[src/rtl/fls_pkg.sv]
package fls_pkg;

  typedef enum logic [2:0] {
    ST_F_ADDR  = 3'd0,
    ST_F_READ  = 3'd1,
    ST_F_IR    = 3'd2,
    ST_DECODE  = 3'd3,
    ST_EXEC    = 3'd4,
    ST_WB_DATA = 3'd5,
    ST_WB_BASE = 3'd6
  } seq_state_e;

  typedef struct packed {
    logic mar_from_pc;
    logic mar_from_rf;
    logic mdr_load;
    logic pc_load;
    logic ir_load;
    logic inc_load;
    logic mem_rd;
    logic rf_we;
    logic wsel_base;
    logic done;
  } seq_ctl_t;

endpackage

[src/rtl/fls_step.sv]
module fls_step #(
  parameter int W    = 32,
  parameter int STEP = 4
) (
  input  logic [W-1:0] a,
  output logic [W-1:0] y
);
  assign y = a + W'(STEP);
endmodule

[src/rtl/fls_ctrl.sv]
module fls_ctrl
  import fls_pkg::*;
(
  input  logic       clk,
  input  logic       rst,
  input  logic       is_ldpi,
  output seq_state_e state,
  output seq_ctl_t   ctl
);
  seq_state_e nxt;

  always_ff @(posedge clk) begin
    if (rst) state <= ST_F_ADDR;
    else     state <= nxt;
  end

  always_comb begin
    ctl = '0;
    nxt = ST_F_ADDR;
    case (state)
      ST_F_ADDR: begin
        ctl.mar_from_pc = 1'b1;
        nxt = ST_F_READ;
      end
      ST_F_READ: begin
        ctl.mem_rd   = 1'b1;
        ctl.mdr_load = 1'b1;
        ctl.pc_load  = 1'b1;
        nxt = ST_F_IR;
      end
      ST_F_IR: begin
        ctl.ir_load = 1'b1;
        nxt = ST_DECODE;
      end
      ST_DECODE: begin
        if (is_ldpi) begin
          ctl.mar_from_rf = 1'b1;
          nxt = ST_EXEC;
        end else begin
          ctl.done = 1'b1;
          nxt = ST_F_ADDR;
        end
      end
      ST_EXEC: begin
        ctl.mem_rd   = 1'b1;
        ctl.mdr_load = 1'b1;
        ctl.inc_load = 1'b1;
        nxt = ST_WB_DATA;
      end
      ST_WB_DATA: begin
        ctl.rf_we = 1'b1;
        nxt = ST_WB_BASE;
      end
      ST_WB_BASE: begin
        ctl.rf_we     = 1'b1;
        ctl.wsel_base = 1'b1;
        ctl.done      = 1'b1;
        nxt = ST_F_ADDR;
      end
      default: nxt = ST_F_ADDR;
    endcase
  end
endmodule

[src/rtl/fls_datapath.sv]
module fls_datapath
  import fls_pkg::*;
#(
  parameter int XLEN     = 32,
  parameter int RAW      = 5,
  parameter int BASE_LSB = 21,
  parameter int DEST_LSB = 16,
  parameter int STEP     = 4,
  parameter logic [XLEN-1:0] RESET_PC = '0
) (
  input  logic            clk,
  input  logic            rst,
  input  seq_ctl_t        ctl,
  input  logic [XLEN-1:0] mem_rdata,
  input  logic [XLEN-1:0] rf_rdata,
  output logic [XLEN-1:0] mem_addr,
  output logic [RAW-1:0]  rf_raddr,
  output logic [RAW-1:0]  rf_waddr,
  output logic [XLEN-1:0] rf_wdata,
  output logic [XLEN-1:0] ir_word,
  output logic [XLEN-1:0] pc_value
);
  logic [XLEN-1:0] pc_q, mar_q, mdr_q, ir_q, inc_q;
  logic [XLEN-1:0] pc_plus, mar_plus;
  logic [RAW-1:0]  base_idx, dest_idx;

  fls_step #(.W(XLEN), .STEP(STEP)) u_pc_step  (.a(pc_q),  .y(pc_plus));
  fls_step #(.W(XLEN), .STEP(STEP)) u_adr_step (.a(mar_q), .y(mar_plus));

  always_ff @(posedge clk) begin
    if (rst) begin
      pc_q  <= RESET_PC;
      mar_q <= '0;
      mdr_q <= '0;
      ir_q  <= '0;
      inc_q <= '0;
    end else begin
      if (ctl.mar_from_pc)      mar_q <= pc_q;
      else if (ctl.mar_from_rf) mar_q <= rf_rdata;
      if (ctl.mdr_load) mdr_q <= mem_rdata;
      if (ctl.pc_load)  pc_q  <= pc_plus;
      if (ctl.ir_load)  ir_q  <= mdr_q;
      if (ctl.inc_load) inc_q <= mar_plus;
    end
  end

  assign base_idx = ir_q[BASE_LSB +: RAW];
  assign dest_idx = ir_q[DEST_LSB +: RAW];
  assign mem_addr = mar_q;
  assign rf_raddr = base_idx;
  assign rf_waddr = ctl.wsel_base ? base_idx : dest_idx;
  assign rf_wdata = ctl.wsel_base ? inc_q : mdr_q;
  assign ir_word  = ir_q;
  assign pc_value = pc_q;
endmodule

[src/rtl/fetch_load_seq.sv]
module fetch_load_seq
  import fls_pkg::*;
#(
  parameter int XLEN     = 32,
  parameter int RAW      = 5,
  parameter int BASE_LSB = 21,
  parameter int DEST_LSB = 16,
  parameter int STEP     = 4
) (
  input  logic            clk,
  input  logic            rst,
  output logic [XLEN-1:0] mem_addr,
  output logic            mem_rd,
  input  logic [XLEN-1:0] mem_rdata,
  output logic [RAW-1:0]  rf_raddr,
  input  logic [XLEN-1:0] rf_rdata,
  output logic            rf_we,
  output logic [RAW-1:0]  rf_waddr,
  output logic [XLEN-1:0] rf_wdata,
  input  logic            is_ldpi,
  output logic [XLEN-1:0] ir_word,
  output logic [XLEN-1:0] pc_value,
  output logic [2:0]      state_code,
  output logic            instr_done
);
  seq_state_e state;
  seq_ctl_t   ctl;

  fls_ctrl u_ctrl (
    .clk(clk), .rst(rst), .is_ldpi(is_ldpi), .state(state), .ctl(ctl)
  );

  fls_datapath #(
    .XLEN(XLEN), .RAW(RAW), .BASE_LSB(BASE_LSB), .DEST_LSB(DEST_LSB),
    .STEP(STEP), .RESET_PC('0)
  ) u_dp (
    .clk(clk), .rst(rst), .ctl(ctl),
    .mem_rdata(mem_rdata), .rf_rdata(rf_rdata),
    .mem_addr(mem_addr), .rf_raddr(rf_raddr), .rf_waddr(rf_waddr),
    .rf_wdata(rf_wdata), .ir_word(ir_word), .pc_value(pc_value)
  );

  assign mem_rd     = ctl.mem_rd;
  assign rf_we      = ctl.rf_we;
  assign instr_done = ctl.done;
  assign state_code = state;
endmodule

[config.mk]
export PLATFORM = sky130hd
export DESIGN_NAME = fetch_load_seq
export DESIGN_NICKNAME = d
export VERILOG_FILES = /design/src/rtl/fls_pkg.sv /design/src/rtl/fls_step.sv /design/src/rtl/fls_ctrl.sv /design/src/rtl/fls_datapath.sv /design/src/rtl/fetch_load_seq.sv
export SDC_FILE = /design/constraint.sdc
export NUM_CORES = 1
export LEC_CHECK = 0
export BUFFER_PORTS_ARGS = -buffer_cell sky130_fd_sc_hd__buf_4
export CORE_MARGIN = 1.5
export CORE_UTILIZATION = 52
export CTS_CLUSTER_SIZE = 30
export DETAILED_ROUTE_END_ITERATION = 6
export GPL_ROUTABILITY_DRIVEN = 1
export PLACE_DENSITY_LB_ADDON = 0.05
export SYNTH_ARGS = -nofsm -noshare
export SYNTH_HDL_FRONTEND = slang
export SYNTH_SLANG_ARGS = --single-unit
[constraint.sdc]
create_clock -name clk -period 2.2 [get_ports clk]
set_input_delay 0.33 -clock clk [delete_from_list [all_inputs] [get_ports clk]]
set_output_delay 0.33 -clock clk [all_outputs]
set_load 0.01 [all_outputs]
Yosys cells after proc, flatten, opt, wreduce, memory -nomap -nowiden

Cells that the tools add are included.

Word-level logic and storage cells: 35
Output and inout port bits: 144
Input port bits: 67
Register bits: 163

Eq/ne operators: 6
Reduce and logical (&&, ||, !) cells: 4
Muxes and demuxes: 17
$add $sub $neg: 2

Operators by type and width:

| kind                                           | count |
|---|---|
| two-way mux 32 bit                             | 3 |
| adder 32 x 3 -> 32 bit (second input constant) | 2 |
| one-hot mux 3 bit (6 select lines)             | 1 |
| two-way mux 1 bit                              | 10 |
| == test 3 bit (second input constant)          | 3 |
| == test 3 x 2 -> 1 bit (second input constant) | 2 |
| two-way mux 5 bit                              | 1 |
| OR reduction 2 bit                             | 2 |
| == test 3 x 1 -> 1 bit (second input constant) | 1 |
| zero test 3 bit                                | 1 |
| two-way mux 3 bit                              | 1 |
| one-hot mux 1 bit (2 select lines)             | 1 |
| nonzero test 2 bit                             | 1 |

Longest topological paths before layout

Depth after elaboration: 4
Depth in mapped cells: 7
Mapped depth without buffers: 5

By module

Synthesis repeated with hierarchy kept, for this count alone.

Cells, all modules: 793
Area total of the unflattened synthesis: 7858.8 um^2

Modules (own cells, without submodules):

| module       | area each (um^2) | cells an instance | instances |
|---|---|---|---|
| fls_datapath | 6497.5           | 603               | 1 |
| fls_step     | 580.6            | 83                | 2 |
| fls_ctrl     | 200.2            | 24                | 1 |

Least setup slack after synthesis

OpenSTA, ideal clock, no wires.

Path kind: register -> output
Start point: reg u_ctrl.state[0]
End point: out rf_waddr[0]
Stages on the path, launching flop included: 6
Path buffers: 3
Arrival: 1.865 ns
Setup slack: 0.005 ns
Cells stage by stage: dfxtp_1 > clkbuf_1 > nand3b_1 > clkbuf_1 > clkbuf_1 > mux2_2

Cells in the longest elaborated chain, start to end: 3

RTL lines:

| what                   | RTL line             | RTL |
|---|---|---|
| from (decl)            | fls_ctrl.sv:7        | `output seq_state_e state,` |
| from (signal assigned) | fls_ctrl.sv:14       | `else state <= nxt;` |
| == test 3 bit          | fls_ctrl.sv:20       | `case (state)` |
| two-way mux 1 bit      | fls_ctrl.sv:20       |  |
| two-way mux 5 bit      | fls_datapath.sv:51   | `assign rf_waddr = ctl.wsel_base ? base_idx : dest_idx;` |
| to (decl)              | fetch_load_seq.sv:18 | `output logic [RAW-1:0] rf_waddr,` |

No other way between the ends.

Worst setup path in the final report

Start point: reg u_ctrl.state[0]
End point: out rf_wdata[13]

Cells in the longest elaborated chain, start to end: 3

RTL lines:

| what               | RTL line             | RTL |
|---|---|---|
| == test 3 bit      | fls_ctrl.sv:20       |  |
| two-way mux 1 bit  | fls_ctrl.sv:20       |  |
| two-way mux 32 bit | fls_datapath.sv:52   | `assign rf_wdata = ctl.wsel_base ? inc_q : mdr_q;` |
| to (decl)          | fetch_load_seq.sv:19 | `output logic [XLEN-1:0] rf_wdata,` |

No other way between the ends.

==> out/metrics.csv <==
metric,value,unit
status,"complete, no violations",
drt_iter0_markers,522,
clk_latency,430,ps
wire_per_inst,16.4,um
cp_max_fo,9,
grt_setup_unrepaired,false,
fin_ws,57.4,ps
power.leakage,3.85,nW
worstSetupPathType,reg2out,
place_inst,1222,
dr_total_vias,6969,
reg2reg_slack,90,ps
tns,0,ps
clock_sink_count,161,
maxSlewViolCount,0,
clock_skew,10.9,ps
syn2layout_area_growth,37.2,%
fmax,0.467,GHz
netlist_instances,867,
synth_top_cell_by_area,dfxtp_1,
nets,1147,
p_int,5.02,mW
slew-limit-headroom,53.8,%
ys_types,43,
grt_pass1_vias,6228,
routed_wl,20700,um
min_from,mem_rdata[28],
clock_path_buffers,2,
final_util,73.6,%
whs_endpoint,u_dp.mdr_q[28]$_SDFFE_PP0P_,
required,1870,ps
power.switching,1.72,mW
seqPwrFrac,45.4,%
antenna_found_initial,0,
ys_seq_area_share,45.0,%
gr-total-overflow,0,
gp_congestion,0.878,
power_density,686,nW/um^2
boundaryPins,211,
port_buffers,208,
switching_share,25.6,%
viasPerCell,5.50,
combPwrFrac,10.0,%
fp.dieArea,14500,um^2
hold_depth,3,
setup_viol,0,
ctsHoldBuffers,0,
grt_max_degree,62,
cts_htree_levels,4,
yosysWarnings,0,
dieWidth,120,um
critPathLaunchType,flop,
hold-worst-slack,146,ps
initial_utilization,53.6,%
drtAntennaViolNets,0,
setup.worst_path.end_class,output pin,
drc_errors,0,
netlist_area,7160,um^2
track_usage,28.0,%
dpl.hpwl,14000,um
die_h,120,um
ir_drop,0.000491,V
cp.arrival,1810,ps
core_area,13300,um^2
hold_viol,0,
yosysTopAreaCellShare,45.0,%
ys_ff_latch,161,
grt_pass1_wl,32200,um
synth_area_leaders,"dfxtp_1, nand2_1, a21oi_1",
cts_root_buffer,clkbuf_16,
place_ws,53.8,ps
r2r-start,u_dp.pc_value[17]$_SDFFE_PP0P_,
maxCapViolations,0,
syn_avg_cell_area,8.26,um^2
path_clk_slew,70,ps
cts_tree,done,
layout.cells.non_filler,1267,
fin_crit,2140,ps
p_clk_share,44.6,%
tightest_slew,691,ps
drt-pass1-iter-count,5,
min-delay-path-class,in2reg,
drive_gt1_share,32.2,%
ff2ff_path_depth,4,
finalCritPeriodShare,97.4,%
reg2reg_to,u_dp.pc_value[31]$_SDFFE_PP0P_,
cts_buffers,17,
rows,42,
n_antenna_cell,0,
## power by group through the flow
stage	sequential [mW]	clock, mW	combinational, mW
after floorplan	3.12	0	0.328
after global placement	3.12	0	0.644
after detailed placement	3.12	0	0.648
after CTS	3.05	3.03	0.669
after global routing	3.06	3.16	0.729
final	3.06	3.01	0.675
## through the flow
step / cell area (um^2) / power [mW]
finish: 9820 / 6.74
global route: 9820 / 6.96
floorplan: 7160 / 3.44
CTS: 9780 / 6.75
detailed placement: 9020 / 3.77
global placement: 9020 / 3.76
## state kept, by name, summed over array words and instances (netlist names)
| signal | cells |
|---|---|
| u_dp.pc_value | 30 |
| u_dp.mdr_q | 32 |
| u_dp.ir_word | 32 |
| u_dp.inc_q | 32 |
| u_dp.mem_addr | 32 |
| u_ctrl.state | 3 |
## layout by cell type (no fill, tap or decap), types with 14 or more instances in the layout
cell type  netlist  routed
buf_4            9     251
a311oi_1        16      16
nor2_1          54      51
or4_1           21      19
clkbuf_16        0      18
nand2_1        184     184
mux2_2          44      43
a22oi_1         31      31
o31ai_1         17      17
dfxtp_1        161     160
a21oi_1        111     110
nand4_1         16      16
nand3_1         14      14
## repair_timing
item                                    CTS  global route
endpoints found under the setup margin   37            32
pin swaps                                 1             0
buffers inserted                         10             0
gates resized for setup                   8             6
cloned                                    2             1
## area by class of cell
cell class,instances,area (um^2)
fillers,1086,3520
clock inverters,14,169
multi-input cells,623,3620
well taps,176,220
clock buffers,18,429
repair buffers,264,2120
flip-flops and latches,161,3220
inverters,11,41.3
## worst max path at each step
stage,start,end,slack [ps]
after detailed placement,u_dp.pc_value[9]$_SDFFE_PP0P_,u_dp.pc_value[31]$_SDFFE_PP0P_,50
after global routing,u_dp.pc_value[2]$_SDFFE_PP0P_,u_dp.pc_value[18]$_SDFFE_PP0P_,3
final,u_ctrl.state[0]$_SDFF_PP0_,rf_wdata[13],60
after CTS,u_ctrl.state[0]$_SDFF_PP0_,mem_rd,20
after global placement,u_dp.pc_value[9]$_SDFFE_PP0P_,u_dp.pc_value[23]$_SDFFE_PP0P_,130
after floorplan,u_ctrl.state[0]$_SDFF_PP0_,rf_waddr[0],5
## layer usage
layer	part of all wire (%)	GRT usage, %
met4	1.2	8.60
met5	0	0
met3	6.7	5.33
met1	45	38.0
met2	47	45.3
## cell families (layout without fill, tap and decap cells)
kind of cell             after synthesis  count (layout)  synth area share (%)
AND/OR/NAND/NOR                      350             350                  22.7
AO/OA/AOI/OAI                        205             205                  17.5
buffers and inverters                 84             307                  4.98
flip-flops                           161             161                  45.0
other                                  1               2                0.0524
multiplexers                          45              45                  7.06
adder cells (fa/ha/maj)                2               2                 0.350
XOR/XNOR                              19              19                  2.32
## critical path, stage by stage (launching register included)
cell,delay (ps)
dfxtp_2,320
buf_6,110
nand3b_1,190
buf_12,170
clkbuf_16,170
mux2_2,270
buf_4,150
## cell usage after synthesis (all sizes together)
library cell	n
nand4b	1
a2111oi	1
mux2	44
a22oi	31
nand4	16
xor2	10
nand3b	1
o21bai	1
nand4bb	1
or3b	1
a311oi	16
and2	2
nor2	54
nor3b	4
a21boi	1
o31a	1
o21a	1
ha	2
and4	7
nor4	6
nor3	11
o21ai	13
and3	2
mux2i	1
nor2b	7
or4	21
buf	17
a21oi	111
nand2b	3
clkbuf	56
and4b	1
nand3	14
a211oi	12
o31ai	17
xnor2	9
inv	11
conb	1
or3	13
dfxtp	161
nand2	184
or2	1
No activity file was read; power rests on OpenSTA's default activity.
